===== src/rtl/sam_pkg.sv =====
// Package sam_pkg
// Shared constants for the signed array multiplier.
// Assumes operand widths of at least 2 bits.
package sam_pkg;
    localparam int unsigned SAM_DEF_N = 8;
endpackage


===== src/rtl/sam_pp_rows.sv =====
// Module sam_pp_rows
// Builds the N partial-product rows. Row i holds a[i] AND b[j] for every j.
// In rows 0..N-2 the top bit is complemented. In the last row every bit
// except the top one is complemented. No shifting happens here; the
// summing stage applies the row offsets.
// Assumes N >= 2.
module sam_pp_rows #(
    parameter int unsigned N = sam_pkg::SAM_DEF_N
) (
    input  logic [N-1:0]        a,
    input  logic [N-1:0]        b,
    output logic [N-1:0][N-1:0] rows
);
    localparam int unsigned LAST = N - 1;

    for (genvar i = 0; i < N; i++) begin : g_row
        for (genvar j = 0; j < N; j++) begin : g_bit
            localparam bit FLIP = ((i != LAST) && (j == LAST)) ||
                                  ((i == LAST) && (j != LAST));
            if (FLIP) begin : g_inv
                // complemented AND term
                assign rows[i][j] = ~(a[i] & b[j]);
            end else begin : g_pass
                // plain AND term
                assign rows[i][j] = a[i] & b[j];
            end
        end
    end
endmodule


===== src/rtl/sam_row_sum.sv =====
// Module sam_row_sum
// Adds the shifted rows to a seed holding constant ones at bit N and
// bit 2N-1. The adds form a linear chain. The result is truncated to 2N
// bits, so any carry out of the top bit is lost.
// Assumes the rows arrive with the complement pattern already applied.
module sam_row_sum #(
    parameter int unsigned N = sam_pkg::SAM_DEF_N
) (
    input  logic [N-1:0][N-1:0] rows,
    output logic [2*N-1:0]      sum
);
    localparam int unsigned PW = 2 * N;
    localparam logic [PW-1:0] SEED = (PW'(1) << N) | (PW'(1) << (PW - 1));

    logic [PW-1:0] acc [N+1];

    // seed the chain with the two correction ones
    assign acc[0] = SEED;

    for (genvar i = 0; i < N; i++) begin : g_add
        logic [PW-1:0] placed;
        // widen the row and move it to its weight
        assign placed     = {{N{1'b0}}, rows[i]} << i;
        // accumulate one row per stage
        assign acc[i + 1] = acc[i] + placed;
    end

    assign sum = acc[N];
endmodule


===== src/rtl/sam_out_stage.sv =====
// Module sam_out_stage
// Optional output register. With REG=1 it is a flop with a synchronous
// active-low reset; with REG=0 it is a wire.
module sam_out_stage #(
    parameter int unsigned W   = 16,
    parameter bit          REG = 1'b1
) (
    input  logic         clk,
    input  logic         rst_n,
    input  logic [W-1:0] d,
    output logic [W-1:0] q
);
    if (REG) begin : g_reg
        // capture the product, clear on reset
        always_ff @(posedge clk) begin
            if (!rst_n) q <= '0;
            else        q <= d;
        end
    end else begin : g_wire
        logic unused_ok;
        // pass straight through when no register is wanted
        assign q = d;
        assign unused_ok = clk ^ rst_n;
    end
endmodule


===== src/rtl/sam_mult.sv =====
// Module sam_mult
// Top level of the signed array multiplier. It connects row generation,
// the row sum and the optional output register.
// Assumes two's-complement operands; the product is 2N bits.
module sam_mult #(
    parameter int unsigned N       = sam_pkg::SAM_DEF_N,
    parameter bit          OUT_REG = 1'b1
) (
    input  logic           clk,
    input  logic           rst_n,
    input  logic [N-1:0]   op_a,
    input  logic [N-1:0]   op_b,
    output logic [2*N-1:0] prod
);
    localparam int unsigned PW = 2 * N;

    logic [N-1:0][N-1:0] rows;
    logic [PW-1:0]       raw;

    sam_pp_rows #(.N(N)) u_rows (
        .a    (op_a),
        .b    (op_b),
        .rows (rows)
    );

    sam_row_sum #(.N(N)) u_sum (
        .rows (rows),
        .sum  (raw)
    );

    sam_out_stage #(.W(PW), .REG(OUT_REG)) u_out (
        .clk   (clk),
        .rst_n (rst_n),
        .d     (raw),
        .q     (prod)
    );
endmodule


===== config.mk =====
export PLATFORM = sky130hd
export DESIGN_NAME = sam_mult
export DESIGN_NICKNAME = d
export VERILOG_FILES = /design/src/rtl/sam_pkg.sv /design/src/rtl/sam_pp_rows.sv /design/src/rtl/sam_row_sum.sv /design/src/rtl/sam_out_stage.sv /design/src/rtl/sam_mult.sv
export SDC_FILE = /design/constraint.sdc
export NUM_CORES = 1
export LEC_CHECK = 0
export CAP_MARGIN = 30
export CORE_ASPECT_RATIO = 1.4
export CORE_MARGIN = 4
export CORE_UTILIZATION = 30
export CTS_CLUSTER_SIZE = 8
export DETAILED_ROUTE_END_ITERATION = 8
export MAX_ROUTING_LAYER = met4
export PLACE_DENSITY = 0.59
export SYNTH_ARGS = -nofsm -noshare
export SYNTH_HDL_FRONTEND = slang
export SYNTH_HIERARCHICAL = 1
export SYNTH_SLANG_ARGS = --single-unit

===== constraint.sdc =====
create_clock -name clk -period 4.5 [get_ports clk]
set_clock_uncertainty 0.2 [all_clocks]
set_input_delay 0.45 -clock clk [delete_from_list [all_inputs] [get_ports clk]]
set_output_delay 0.45 -clock clk [all_outputs]
set_load 0.02 [all_outputs]

==> results of run 1 <==
## synth_stat cells (2+ instances only)
| library cell | count | area (um2) |
|---|---|---|
| sky130_fd_sc_hd__inv_1 | 78 | 293 |
| sky130_fd_sc_hd__and2_1 | 54 | 338 |
| sky130_fd_sc_hd__fa_1 | 38 | 761 |
| sky130_fd_sc_hd__ha_1 | 31 | 388 |
| sky130_fd_sc_hd__nand2_1 | 17 | 63.8 |
| sky130_fd_sc_hd__dfxtp_1 | 16 | 320 |
| sky130_fd_sc_hd__and2_2 | 12 | 90.1 |
| sky130_fd_sc_hd__nand3_1 | 7 | 35.0 |
| sky130_fd_sc_hd__xnor2_1 | 7 | 61.3 |
| sky130_fd_sc_hd__a21oi_1 | 4 | 20.0 |
| sky130_fd_sc_hd__nor2_1 | 3 | 11.3 |
| sky130_fd_sc_hd__xor2_1 | 3 | 26.3 |
| sky130_fd_sc_hd__a31oi_1 | 2 | 12.5 |
| sky130_fd_sc_hd__o21ai_0 | 2 | 10.0 |
## cell families after synthesis
| kind of cell | after synthesis | synth area share |
|---|---|---|
| and+or+nand+nor | 98 | 0.222 |
| xor gates and xnor gates | 10 | 0.0341 |
| adders and majority gates | 69 | 0.447 |
| AOI/OAI and AO/OA | 15 | 0.0492 |
| DFF | 16 | 0.125 |
| buffers and inverters | 81 | 0.123 |
## per-stage QoR
stage / setup TNS [ps] / setup slack (ps) / hold slack [ps] / area, um2 / util
after floorplan: 0 / 318 / 386 / 2570 / -
after global placement: -2740 / -453 / 1050 / 3190 / 0.387
after detailed placement: -3390 / -535 / 1050 / 3190 / 0.387
after CTS: 0 / 6.46 / 673 / 3330 / 0.403
after global routing: 0 / 0.907 / 576 / 3310 / 0.402
## per-layer routing
metal / GRT usage
met5: -
met4: 0.0448
met3: 0.00980
met2: 0.217
met1: 0.121
## timing repair
item,4_1_cts,5_1_grt
buffers inserted,1,1
hold buffers,0,0
resized for setup,36,23
setup endpoints to repair,7,2
pin swaps,9,5
==> impl_summary.log, run 1 <==
INFO  metric crit_endpoint = u_out/q[15]$_SDFF_PN0_/D
INFO  metric sequential_fraction_of_the_synthesis_area = 0.125
INFO  metric syn-instance-count = around 290
INFO  metric synth.yosys.warnings = 6
INFO  metric ys_types = 29
INFO  metric initial_utilization = 0.311
INFO  metric place.port_buffers = 33
INFO  metric syn-mean-instance-area = approximately 8.9 um2
INFO  metric last-stage-reached = 5_2_route
INFO  metric error_line = [ERROR DRT-0255] Maze Route cannot find path of net clk in worker of routeBox ( 48300 0 ) ( 86205 48300 ).
INFO  metric rows = 39
INFO  metric grt_antenna_before_repair = 0
INFO  metric ios = 34
INFO  metric synth.cell_area = around 2600 um2
INFO  metric fp.dieH = 117 um
INFO  metric worst_endpoint_kind = sequential cell input
INFO  metric globalRouteTotalUtil = 0.115
INFO  metric gpl.final_weighted_congestion = 0.809
INFO  metric cts_num_sinks = 16
INFO  metric post_synthesis_register_bit_count = 16
INFO  metric max-clock-path-buffers = 2
INFO  metric grt_remaining_overflow = 0
INFO  metric dieWidth = around 86 um
INFO  metric grt_pass1_wl = a little over 9000 um
INFO  metric hpwlAfterDp = between 4000 and 5000 um
INFO  metric clk_root_buffer_cell = sky130_fd_sc_hd__clkbuf_16
INFO  metric number_of_global_route_vias_before_repair = about 2100
INFO  metric placed_cells = between 400 and 500
INFO  metric synthArstFlopShare = 0
INFO  metric syn_nets = between 300 and 400
INFO  metric synth_enable_flop_cells = 0
INFO  metric largest_net_degree_at_the_start_of_global_routing = 17
INFO  metric synth_ff_type = sky130_fd_sc_hd__dfxtp_1
INFO  metric inserted_clock_buffers = 3
INFO  metric status = did not finish
INFO  metric ctsHtreeMaxLevel = 1
==> run 2, diff against run 1 <==
--- a/config.mk
+++ b/config.mk
@@ -6,13 +6,10 @@
 export NUM_CORES = 1
 export LEC_CHECK = 0
 export CAP_MARGIN = 30
-export CORE_ASPECT_RATIO = 1.4
 export CORE_MARGIN = 4
-export CORE_UTILIZATION = 30
-export CTS_CLUSTER_SIZE = 8
+export CORE_UTILIZATION = 20
 export DETAILED_ROUTE_END_ITERATION = 8
-export MAX_ROUTING_LAYER = met4
-export PLACE_DENSITY = 0.59
+export PLACE_DENSITY_LB_ADDON = 0.15
 export SYNTH_ARGS = -nofsm -noshare
 export SYNTH_HDL_FRONTEND = slang
 export SYNTH_HIERARCHICAL = 1
==> run 2 against run 1 <==
  * The flow now finishes without violations
  * Global-route usage fell by 3.3 points
  * Synthesized cell count did not move
  * Area after synthesis did not move
==> impl_summary.log, run 2 <==
INFO  metric status = finished, final reports clean
INFO  metric synth.cell_area = roughly 2600 um2
INFO  metric wire_per_inst = about 11 um
INFO  metric worstHoldPathType = primary input to flop
INFO  metric relSlewSlack = 0.725
INFO  metric inserted_clock_buffers = 3
INFO  metric critPathMaxFanout = 7
INFO  metric post_synthesis_register_bit_count = 16
INFO  metric setup_repair_after_global_routing_missed_its_margin = false
INFO  metric period_share = 0.962
INFO  metric post-synth-top-count-cell = sky130_fd_sc_hd__inv_1
INFO  metric ctsHtreeMaxLevel = 1
INFO  metric seqCellArea = 320 um2
INFO  metric critPathSlowestCell = sky130_fd_sc_hd__fa_1
INFO  metric timing.critical_path.to = u_out/q[15]
INFO  metric placed_cells = ~530
INFO  metric synth.top_cell.area_share = 0.296
INFO  metric design.core.area = between 10000 and 15000 um2
INFO  metric drive_gt1_frac = 0.201
INFO  metric finish.net_count = around 450
INFO  metric timing.critical_path.arrival = ~4300 ps
INFO  metric critPathKind = primary input to flop
INFO  metric dr.max_layer_used = met4
INFO  metric worst_slew_pin_slew = slightly above 400 ps
INFO  metric die-area = between 10000 and 15000 um2
INFO  metric place.port_buffers = 33
INFO  metric largest_net_degree_at_the_start_of_global_routing = 17
INFO  metric drtAntennaViolNets = 0
INFO  metric grt_antenna_before_repair = 0
INFO  metric cts-hold-fix-buffers = 0
INFO  metric place_ws = -618 ps
INFO  metric crit_required = ~4400 ps
INFO  metric area_used_by_multi_input_combinational_logic = approximately 2000 um2
INFO  metric cts_num_sinks = 16
INFO  metric sequential_fraction_of_the_synthesis_area = 0.125
INFO  metric largest_register_ff_count = 16
INFO  metric initial_utilization = 0.204
INFO  metric leading_cell_type_in_the_layout_fill_and_taps_excluded = sky130_fd_sc_hd__inv_1
INFO  metric drtPass1Iterations = 4
INFO  metric clk_root_buffer_cell = sky130_fd_sc_hd__clkbuf_16
INFO  metric largest_registers_ranked_by_flip_flop_count = u_out/q x16
INFO  metric path_buf_inv = 6
INFO  metric place_area = ~3300 um2
INFO  metric ys_top_cells_by_count = sky130_fd_sc_hd__inv_1 (78), sky130_fd_sc_hd__and2_1 (54), sky130_fd_sc_hd__fa_1 (38)
INFO  metric ys_top_cells_by_area = sky130_fd_sc_hd__fa_1 (30%), sky130_fd_sc_hd__ha_1 (15%), sky130_fd_sc_hd__and2_1 (13%)
INFO  metric grt_remaining_overflow = 0
INFO  metric final-max-slew-violation-count = 0
INFO  metric cp-startpoint = op_a[4]
INFO  metric critical_path.endpoint_type = flop
INFO  metric globalRouteTotalUtil = 0.0824
INFO  metric max_stage_delay = approximately 540 ps
INFO  metric final_routed_wirelength = 5710 um
INFO  metric num_antenna_cells = 0
INFO  metric dieWidth = 121 um
INFO  metric average_vias_per_placed_instance = between 3 and 4
INFO  metric wl_met2 = about 2800 um
INFO  metric layout.cells.non_filler = 530
INFO  metric critical_path_start_type = primary input
INFO  metric timing.critical_path.cells = clkdlybuf4s15_2 > and2_1 > inv_1 > fa_1 > inv_1 > fa_1 > fa_1 > inv_1 > fa_1 > inv_1 > ha_1 > nand3_1 > o211ai_2 > buf_4 > o221ai_2 > xnor2_1 > and2_2
INFO  metric syn-mean-instance-area = ~8.9 um2
INFO  metric synth_enable_flop_cells = 0
INFO  metric drcViolationCount = 0
INFO  metric met3_wirelength = approximately 190 um
INFO  metric leakage = roughly 1.7 nW
INFO  metric number_of_global_route_vias_before_repair = approximately 2100
INFO  metric synthArstFlopShare = 0
INFO  metric synth_ff_type = sky130_fd_sc_hd__dfxtp_1
INFO  metric total_power = between 1.5 and 2 mW
INFO  metric drt_iter0_drc = 62
INFO  metric postLayoutCoreUtil = 0.274
INFO  metric finalSetupViolCount = 0
INFO  metric nFillCells = ~1400
INFO  metric regMostFlops = u_out/q
INFO  metric fp.dieH = 121 um
INFO  metric gpl.final_weighted_congestion = approximately 0.75
INFO  metric ios = 34
INFO  metric most-common-layout-cells = sky130_fd_sc_hd__inv_1 (78), sky130_fd_sc_hd__and2_1 (53), sky130_fd_sc_hd__fa_1 (37), sky130_fd_sc_hd__buf_4 (35), sky130_fd_sc_hd__ha_1 (28)
INFO  metric setup_slack = ~170 ps
INFO  metric route.vias.total = around 2000
INFO  metric ys_types = 29
INFO  metric syn-instance-count = between 200 and 300
INFO  metric timing.critical_path.max_delay_family = adder cells
INFO  metric cts_tree = yes
INFO  metric grt_pass1_wl = 9760 um
INFO  metric finalInstanceArea = between 3000 and 4000 um2
INFO  metric hpwlAfterDp = between 5000 and 6000 um
INFO  metric critical_path_depth = 17
INFO  metric rows = a little over 40
INFO  metric finalWorstPathRequiredPeriod = roughly 4300 ps
INFO  metric post-synth-top-area-cell = sky130_fd_sc_hd__fa_1
INFO  metric final_hold_viol_count = 0
INFO  metric synth.yosys.warnings = 6
INFO  metric achievable-frequency = 231 MHz
INFO  metric max-clock-path-buffers = 2
INFO  metric power.density = 486 nW/um2
INFO  metric routedLengthMet1 = between 2000 and 3000 um
INFO  metric maxCapViolCount = 0
INFO  metric path_clk_slew = roughly 50 ps
INFO  metric max-vdd-ir-drop = around 0.0002 V
INFO  metric syn_nets = ~380
INFO  metric area_delta_synth_final = 34.6%
run 2: layer usage:
| layer | GRT usage | vias to the layer above |
|---|---|---|
| li1 | - | 997 |
| met1 | 0.111 | 949 |
| met2 | 0.139 | 27 |
| met3 | 0.0186 | 2 |
| met4 | 0.00840 | 0 |
| met5 | 0 | - |
run 2: worst min-delay path by stage:
stage	start	end	slack, ps	cells past startpoint
final	op_b[0]	u_out/q[0]	660	4
after global routing	op_b[0]	u_out/q[0]	700	4
after CTS	op_b[0]	u_out/q[0]	680	4
after global placement	u_out/q[1]	prod[1]	1050	1
after detailed placement	u_out/q[1]	prod[1]	1050	1
after floorplan	rst_n	u_out/q[13]	390	1
run 2: cell families after synthesis:
| logic type | after synthesis | synth area share |
|---|---|---|
| compound gates | 15 | 0.0492 |
| xor+xnor | 10 | 0.0341 |
| fa+ha+maj | 69 | 0.447 |
| buf+inv | 81 | 0.123 |
| flops | 16 | 0.125 |
| simple gates | 98 | 0.222 |
run 2: timing repair:
| item | 4_1_cts | 5_1_grt |
|---|---|---|
| endpoints found under the setup margin | 8 | 4 |
| pin swaps | 9 | 3 |
| buffers inserted | 1 | 0 |
| gates resized for setup | 31 | 16 |
run 2: where the power goes:
| part | internal [mW] | leakage [nW] | switching, mW |
|---|---|---|---|
| logic | 0.675 | 1.56 | 0.609 |
| clock network | 0.135 | 0.0442 | 0.0545 |
| registers | 0.193 | 0.133 | 0.0123 |
run 2: metrics by stage:
stage,hold WS (ps),setup TNS [ps]
global placement,1050,-3790
detailed placement,1050,-3590
floorplan,386,0
finish,664,0
CTS,677,0
global route,699,0
run 2: area by class of cell:
cell class	count	share of cell area
multi-input cells	192	0.572
clock buffers	4	0.0257
well taps	172	0.0623
flip-flops and latches	16	0.0927
repair buffers	68	0.163
inverters	78	0.0847
run 2: worst min-delay path: cells and delay by family:
kind / cells / cell delay [ps]
buf+inv: 2 / 380
simple gates: 2 / 250
(Power assumes the default switching activity.)
==> run 3, diff against run 2 <==
--- a/config.mk
+++ b/config.mk
@@ -9,6 +9,7 @@
 export CORE_MARGIN = 4
 export CORE_UTILIZATION = 20
 export DETAILED_ROUTE_END_ITERATION = 8
+export GPL_TIMING_DRIVEN = 1
 export PLACE_DENSITY_LB_ADDON = 0.15
 export SYNTH_ARGS = -nofsm -noshare
 export SYNTH_HDL_FRONTEND = slang
==> results of run 3 <==
Final layout, timing and power as in run 2 (identical DEF).
==> run 4, diff against run 3 <==
--- a/config.mk
+++ b/config.mk
@@ -5,9 +5,10 @@
 export SDC_FILE = /design/constraint.sdc
 export NUM_CORES = 1
 export LEC_CHECK = 0
-export CAP_MARGIN = 30
+export CAP_MARGIN = 0
 export CORE_MARGIN = 4
 export CORE_UTILIZATION = 20
+export CTS_CLUSTER_DIAMETER = 80
 export DETAILED_ROUTE_END_ITERATION = 8
 export GPL_TIMING_DRIVEN = 1
 export PLACE_DENSITY_LB_ADDON = 0.15
==> results of run 4 <==
Final layout, timing and power as in run 2 (identical DEF).
